[src/rtl/nt_sram_pkg.sv]
`timescale 1ns/1ps
package nt_sram_pkg;

  typedef enum logic [1:0] {
    CMD_NONE  = 2'd0,
    CMD_LOAD  = 2'd1,
    CMD_NEXT  = 2'd2,
    CMD_DESEL = 2'd3
  } cmd_e;

  // low two address bits for beat k of a burst
  function automatic logic [1:0] burst_low(logic [1:0] start, logic [1:0] k, logic lin);
    return lin ? 2'(start + k) : (start ^ k);
  endfunction

endpackage

[src/rtl/nt_sram_decode.sv]
`timescale 1ns/1ps
module nt_sram_decode
  import nt_sram_pkg::*;
(
  input  logic cs_a_i,
  input  logic cs_b_i,
  input  logic cs_c_ni,
  input  logic adv_i,
  input  logic sleep_i,
  input  logic burst_act_i,
  output cmd_e cmd_o
);

  logic sel;
  assign sel = cs_a_i & cs_b_i & ~cs_c_ni;

  always_comb begin
    if (sleep_i)    cmd_o = CMD_NONE;
    else if (adv_i) cmd_o = burst_act_i ? CMD_NEXT : CMD_NONE;
    else if (sel)   cmd_o = CMD_LOAD;
    else            cmd_o = CMD_DESEL;
  end

endmodule

[src/rtl/nt_sram_burst.sv]
`timescale 1ns/1ps
module nt_sram_burst
  import nt_sram_pkg::*;
#(
  parameter int ADDR_W = 6
) (
  input  logic              clk_i,
  input  logic              rst_ni,
  input  logic              en_i,
  input  cmd_e              cmd_i,
  input  logic [ADDR_W-1:0] addr_i,
  input  logic              we_i,
  input  logic              lin_i,
  output logic [ADDR_W-1:0] op_addr_o,
  output logic              op_wr_o,
  output logic              act_o
);

  logic              act_q, wr_q;
  logic [ADDR_W-1:0] base_q;
  logic [1:0]        cnt_q, cnt_nxt;

  assign cnt_nxt = cnt_q + 2'd1;
  assign act_o   = act_q;

  always_comb begin
    if (cmd_i == CMD_NEXT) begin
      op_addr_o = {base_q[ADDR_W-1:2], burst_low(base_q[1:0], cnt_nxt, lin_i)};
      op_wr_o   = wr_q;
    end else begin
      op_addr_o = addr_i;
      op_wr_o   = we_i;
    end
  end

  always_ff @(posedge clk_i or negedge rst_ni) begin
    if (!rst_ni) begin
      act_q  <= 1'b0;
      wr_q   <= 1'b0;
      base_q <= '0;
      cnt_q  <= '0;
    end else if (en_i) begin
      unique case (cmd_i)
        CMD_LOAD: begin
          act_q  <= 1'b1;
          wr_q   <= we_i;
          base_q <= addr_i;
          cnt_q  <= '0;
        end
        CMD_NEXT:  cnt_q <= cnt_nxt;
        CMD_DESEL: act_q <= 1'b0;
        default: ;
      endcase
    end
  end

endmodule

[src/rtl/nt_sram_array.sv]
`timescale 1ns/1ps
module nt_sram_array #(
  parameter int ADDR_W    = 6,
  parameter int NUM_BYTES = 4,
  parameter int BYTE_W    = 9
) (
  input  logic                        clk_i,
  input  logic                        we_i,
  input  logic [NUM_BYTES-1:0]        be_i,
  input  logic [ADDR_W-1:0]           waddr_i,
  input  logic [NUM_BYTES*BYTE_W-1:0] wdata_i,
  input  logic [ADDR_W-1:0]           raddr_i,
  output logic [NUM_BYTES*BYTE_W-1:0] rdata_o
);

  localparam int DEPTH = 1 << ADDR_W;

  for (genvar g = 0; g < NUM_BYTES; g++) begin : g_bank
    logic [BYTE_W-1:0] bank [DEPTH];

    always_ff @(posedge clk_i) begin
      if (we_i && be_i[g]) bank[waddr_i] <= wdata_i[g*BYTE_W +: BYTE_W];
    end

    assign rdata_o[g*BYTE_W +: BYTE_W] = bank[raddr_i];
  end

endmodule

[src/rtl/nt_sram_rdpath.sv]
`timescale 1ns/1ps
module nt_sram_rdpath #(
  parameter int NUM_BYTES = 4,
  parameter int BYTE_W    = 9
) (
  input  logic                        clk_i,
  input  logic                        rst_ni,
  input  logic                        en_i,
  input  logic                        cap_i,
  input  logic                        hit_i,
  input  logic [NUM_BYTES-1:0]        hit_be_i,
  input  logic [NUM_BYTES*BYTE_W-1:0] arr_i,
  input  logic [NUM_BYTES*BYTE_W-1:0] wdata_i,
  output logic [NUM_BYTES*BYTE_W-1:0] data_o,
  output logic                        vld_o
);

  localparam int DATA_W = NUM_BYTES * BYTE_W;

  logic [DATA_W-1:0] merged;

  // bypass the write that lands on the same edge
  for (genvar g = 0; g < NUM_BYTES; g++) begin : g_merge
    assign merged[g*BYTE_W +: BYTE_W] = (hit_i && hit_be_i[g]) ?
        wdata_i[g*BYTE_W +: BYTE_W] : arr_i[g*BYTE_W +: BYTE_W];
  end

  always_ff @(posedge clk_i or negedge rst_ni) begin
    if (!rst_ni) begin
      data_o <= '0;
      vld_o  <= 1'b0;
    end else if (en_i) begin
      vld_o <= cap_i;
      if (cap_i) data_o <= merged;
    end
  end

endmodule

[src/rtl/nt_sram.sv]
`timescale 1ns/1ps
module nt_sram
  import nt_sram_pkg::*;
#(
  parameter int ADDR_W    = 6,
  parameter int NUM_BYTES = 4,
  parameter int BYTE_W    = 9
) (
  input  logic                        clk_i,
  input  logic                        rst_ni,
  input  logic                        clk_en_i,
  input  logic                        cs_a_i,
  input  logic                        cs_b_i,
  input  logic                        cs_c_ni,
  input  logic                        we_i,
  input  logic [NUM_BYTES-1:0]        byte_en_i,
  input  logic                        adv_i,
  input  logic                        lin_burst_i,
  input  logic                        oe_i,
  input  logic                        sleep_i,
  input  logic [ADDR_W-1:0]           addr_i,
  input  logic [NUM_BYTES*BYTE_W-1:0] wdata_i,
  output logic [NUM_BYTES*BYTE_W-1:0] rdata_o,
  output logic                        dq_en_o
);

  localparam int DATA_W = NUM_BYTES * BYTE_W;

  cmd_e              cmd;
  logic              burst_act;
  logic [ADDR_W-1:0] op_addr;
  logic              op_wr, accept;

  logic                 s1_vld_q, s1_wr_q, s2_vld_q, s2_wr_q;
  logic [ADDR_W-1:0]    s1_addr_q, s2_addr_q;
  logic [NUM_BYTES-1:0] s1_be_q, s2_be_q;

  logic [DATA_W-1:0] arr_rdata, out_q;
  logic              out_vld_q, arr_we, byp_hit;

  nt_sram_decode u_decode (
    .cs_a_i      (cs_a_i),
    .cs_b_i      (cs_b_i),
    .cs_c_ni     (cs_c_ni),
    .adv_i       (adv_i),
    .sleep_i     (sleep_i),
    .burst_act_i (burst_act),
    .cmd_o       (cmd)
  );

  nt_sram_burst #(.ADDR_W(ADDR_W)) u_burst (
    .clk_i     (clk_i),
    .rst_ni    (rst_ni),
    .en_i      (clk_en_i),
    .cmd_i     (cmd),
    .addr_i    (addr_i),
    .we_i      (we_i),
    .lin_i     (lin_burst_i),
    .op_addr_o (op_addr),
    .op_wr_o   (op_wr),
    .act_o     (burst_act)
  );

  assign accept = (cmd == CMD_LOAD) || (cmd == CMD_NEXT);

  // stage 1: accepted op, stage 2: op waiting for its data slot
  always_ff @(posedge clk_i or negedge rst_ni) begin
    if (!rst_ni) begin
      s1_vld_q  <= 1'b0;
      s1_wr_q   <= 1'b0;
      s1_addr_q <= '0;
      s1_be_q   <= '0;
      s2_vld_q  <= 1'b0;
      s2_wr_q   <= 1'b0;
      s2_addr_q <= '0;
      s2_be_q   <= '0;
    end else if (clk_en_i) begin
      s1_vld_q  <= accept;
      if (accept) begin
        s1_wr_q   <= op_wr;
        s1_addr_q <= op_addr;
        s1_be_q   <= byte_en_i;
      end
      s2_vld_q  <= s1_vld_q;
      s2_wr_q   <= s1_wr_q;
      s2_addr_q <= s1_addr_q;
      s2_be_q   <= s1_be_q;
    end
  end

  assign arr_we  = clk_en_i & s2_vld_q & s2_wr_q;
  assign byp_hit = s2_vld_q & s2_wr_q & (s2_addr_q == s1_addr_q);

  nt_sram_array #(
    .ADDR_W    (ADDR_W),
    .NUM_BYTES (NUM_BYTES),
    .BYTE_W    (BYTE_W)
  ) u_array (
    .clk_i   (clk_i),
    .we_i    (arr_we),
    .be_i    (s2_be_q),
    .waddr_i (s2_addr_q),
    .wdata_i (wdata_i),
    .raddr_i (s1_addr_q),
    .rdata_o (arr_rdata)
  );

  nt_sram_rdpath #(
    .NUM_BYTES (NUM_BYTES),
    .BYTE_W    (BYTE_W)
  ) u_rdpath (
    .clk_i    (clk_i),
    .rst_ni   (rst_ni),
    .en_i     (clk_en_i),
    .cap_i    (s1_vld_q & ~s1_wr_q),
    .hit_i    (byp_hit),
    .hit_be_i (s2_be_q),
    .arr_i    (arr_rdata),
    .wdata_i  (wdata_i),
    .data_o   (out_q),
    .vld_o    (out_vld_q)
  );

  // asynchronous drive control
  assign dq_en_o = out_vld_q & oe_i & ~sleep_i;
  assign rdata_o = dq_en_o ? out_q : '0;

endmodule

[config.mk]
export PLATFORM = sky130hd
export DESIGN_NAME = nt_sram
export DESIGN_NICKNAME = d
export VERILOG_FILES = /design/src/rtl/nt_sram_pkg.sv /design/src/rtl/nt_sram_decode.sv /design/src/rtl/nt_sram_burst.sv /design/src/rtl/nt_sram_array.sv /design/src/rtl/nt_sram_rdpath.sv /design/src/rtl/nt_sram.sv
export SDC_FILE = /design/constraint.sdc
export NUM_CORES = 2
export LEC_CHECK = 0
export BUFFER_PORTS_ARGS = -buffer_cell sky130_fd_sc_hd__buf_2
export CAP_MARGIN = 20
export CELL_PAD_IN_SITES_DETAIL_PLACEMENT = 2
export CELL_PAD_IN_SITES_GLOBAL_PLACEMENT = 2
export CORE_ASPECT_RATIO = 1.5
export CORE_MARGIN = 1.5
export CORE_UTILIZATION = 40
export DETAILED_ROUTE_END_ITERATION = 6
export PLACE_DENSITY_LB_ADDON = 0.05
export SETUP_SLACK_MARGIN = 0.5
export SYNTH_ARGS = -nofsm -noshare
export SYNTH_HDL_FRONTEND = slang
export SYNTH_HIERARCHICAL = 1
export SYNTH_SLANG_ARGS = --single-unit
[constraint.sdc]
create_clock -name clk_i -period 2.2 [get_ports clk_i]
set_input_delay 0.22 -clock clk_i [delete_from_list [all_inputs] [get_ports clk_i]]
set_output_delay 0.22 -clock clk_i [all_outputs]
set_load 0.05 [all_outputs]
==> run metrics <==
final hold vios 0; antenna violations before repair 17; first-pass GRT wire length 457 mm; Die Wd 395 um; total overflow reported by the global router 0; worst skew pair latency roughly 0.90 ns; DRC 0; Power, Total ~140 mW; post-synthesis xor/xnor area fraction 0.00100; clk root buf clkbuf_16; Vert. Die Dim roughly 590 um; Detailed Route Iter0 Violations ~4700; die area between 200000 and 250000 um^2; status finished, violations left; VDD IR max approximately 0.85 mV; Post-DP HPWL 225 mm; final setup violation count ~360; P_leak 39.5 nW; Worst Path Max Fanout 7; GPL Wtd Cong ~0.92; number of CTS-inserted buffers 233; share of post-route cells with drive strength above 1 0.433; fin nets between 5000 and 6000; Clock transition at path regs 0.06 ns; Post-Syn Instances ~4400; Ports 94; final period utilization 1.32; gr usage total 0.284; Worst Setup Slack, final -0.709 ns; post-synthesis adder-cell area fraction 0.000542; Compound-Gate Fraction of Synth Area 0.0308; Routed WL around 340 mm; most frequent cells in the layout 2304 x edfxtp_1, 564 x buf_4, 564 x mux4_2, 300 x buf_12, 245 x clkbuf_16; top_reg_cell synth edfxtp_1; Least-Margin Pin Slew slightly below 1 ns; startpoint types flop; Fmax 344 MHz; Design Area, Final between 100000 and 150000 um^2; total of max-cap violations 0; PortBufs 93; largest net degree at the start of global routing between 60 and 70; crit path time final 2.91 ns; Slew Viols, Final 0; post-route ant nets 0; row count 215; hold crit path type primary input to flop; failing checks negative setup slack; Netlist cell types 54; TritonCTS Sinks between 2000 and 2500; WS Path Type flop to flop; Seq cells post-synth about 2400; commonest non-fill, non-tap cell in the layout edfxtp_1; Avg Cell Area, Syn around 21 um^2; via/cell ratio between 5 and 6; YS warnings 6; post-synthesis simple-gate area fraction 0.0289; Clock Skews approximately 0.057 ns; drt pass-1 iters 6; EDFF count, synth between 2000 and 2500; post-synth net total approximately 4500; post-synthesis sequential area ratio 0.769; Crit. End Element flop; Area Growth Syn to Fin 29.5%; Placement Cell Area 105000 um^2; mux contribution to synthesized area 0.155; Slew Limit Headroom 0.343; Async SR Flop Fraction 0.0299; final core occ 0.522; RSZ-0062 raised after global routing true; vias in the first global route between 50000 and 60000; via count about 52000; fillers approximately 20000; wire per inst 38.7 um; Worst EP required just under 3 ns; Core Region approximately 230000 um^2; CTS tree done; power density over the cells 1170 nW/um^2; Worst Path Arrival 3.60 ns; Longest Clk Path Bufs 4; Initial Util 0.403; H-Tree Level Count 4; combinational family with the most area after synthesis multiplexers; Netlist Area Pre-Place 92300 um^2
cell usage after synthesis, drive strengths merged (6+ instances only):
library cell	instances	area (um^2)
edfxtp	2304	69200
mux4	564	12700
nor2	301	1130
o22ai	155	970
buf	152	921
nand2	125	469
clkbuf	120	450
mux2i	83	831
a21oi	73	365
dfrtp	71	1780
mux2	63	747
and2	40	250
nand3	39	195
a21bo	36	360
a31oi	36	225
o21ai	27	135
nor4	26	163
a221oi	21	184
nor3	21	105
o221ai	17	149
nor2b	16	100
o22a	14	123
nand2b	13	81.3
a2bb2oi	11	96.3
a2111oi	10	87.6
a211oi	10	75.1
nor3b	6	45.0
metrics by stage:
step	setup TNS (ns)	worst slack, ns	instances	hold slack [ns]
5_1_grt	-45.02	-0.729	8788	0.0132
4_1_cts	-41.64	-0.653	8716	0.00809
6_report	-44.94	-0.709	8793	0.0397
2_1_floorplan	-4.27	-0.0625	4396	-0.0756
3_3_place_gp	-122.03	-1.02	8142	0.257
3_5_place_dp	-144.26	-0.996	8142	0.263
power by group:
group	total, mW	switching [mW]	internal, mW
registers	51.1	0.874	50.3
clock network	41.0	17.7	23.3
logic	47.4	24.4	23.0
logic make-up (layout without fill, tap and decap cells):
kind of cell	after synthesis	in the layout
AO/OA/AOI/OAI	419	419
XOR/XNOR	9	9
adder cells (fa/ha/maj)	4	4
buffers and inverters	276	1629
flip-flops	2375	2375
multiplexers	710	710
other	0	6
AND/OR/NAND/NOR	603	603
timing repair:
action	4_1_cts	5_1_grt
hold buffers	53	0
setup endpoints to repair	2391	2397
cloned	25	23
endpoints found under the hold margin	946	0
pin swaps	85	66
buffers inserted	74	48
gates resized for setup	476	396
per-layer routing:
metal | GRT usage | part of all wire | up-vias | wire (um)
met5 | 0 | 0.00011 | - | 38
met3 | 0.0362 | 0.053 | 514 | 18000
met2 | 0.487 | 0.51 | 1825 | 172000
met1 | 0.368 | 0.39 | 28500 | 134000
met4 | 0.108 | 0.046 | 6 | 15700
li1 | - | - | 20700 | -
cell type report:
class                           count  area [um^2]  area share
Timing Repair Buffer             1203        14700       0.123
Antenna cell                        6         15.0    0.000126
Sequential cell                  2375        71000       0.594
Clock inverter                    148         1530      0.0128
Clock buffer                      274         6070      0.0508
Tap cell                         3038         3800      0.0318
Inverter                            4         15.0    0.000126
Multi-Input combinational cell   1745        22300       0.187
path summary, 6_finish.rpt:
path	from	to	slack (ns)	cells after the start
max	s1_addr_q[0]	u_rdpath/data_o[35]	-0.71	12
min	wdata_i[0]	u_array/g_bank[0].bank[58][0]	0.04	1
max reg2reg	s1_addr_q[0]	u_rdpath/data_o[35]	-0.71	12
min reg2reg	u_burst/base_q[4]	u_burst/base_q[4]	0.51	1
max in group asynchronous	rst_ni	s2_addr_q[4]	1.44	4
min in group asynchronous	rst_ni	s1_addr_q[2]	0.49	4
state kept, by name, indices dropped and copies added (netlist names):
register / cells
u_array/g_bank.bank: 2304
u_rdpath/data_o: 36
s1_addr_q: 6
s2_addr_q: 6
u_burst/base_q: 6
s1_be_q: 4
s2_be_q: 4
u_burst/cnt_q: 2
s1_vld_q: 1
s1_wr_q: 1
s2_vld_q: 1
s2_wr_q: 1
u_burst/act_o: 1
u_burst/wr_q: 1
u_rdpath/vld_o: 1
worst max-delay path: stages, from the launching register on:
cell	delay [ns]
dfrtp_4	0.44
buf_12	0.16
buf_12	0.12
buf_16	0.16
mux4_2	0.52
mux2i_1	0.21
buf_4	0.21
nand3_2	0.09
a32oi_2	0.29
buf_4	0.18
nor2_2	0.04
a21bo_2	0.19
a31oi_1	0.10
Note: power is estimated with default switching activity, not from simulation.
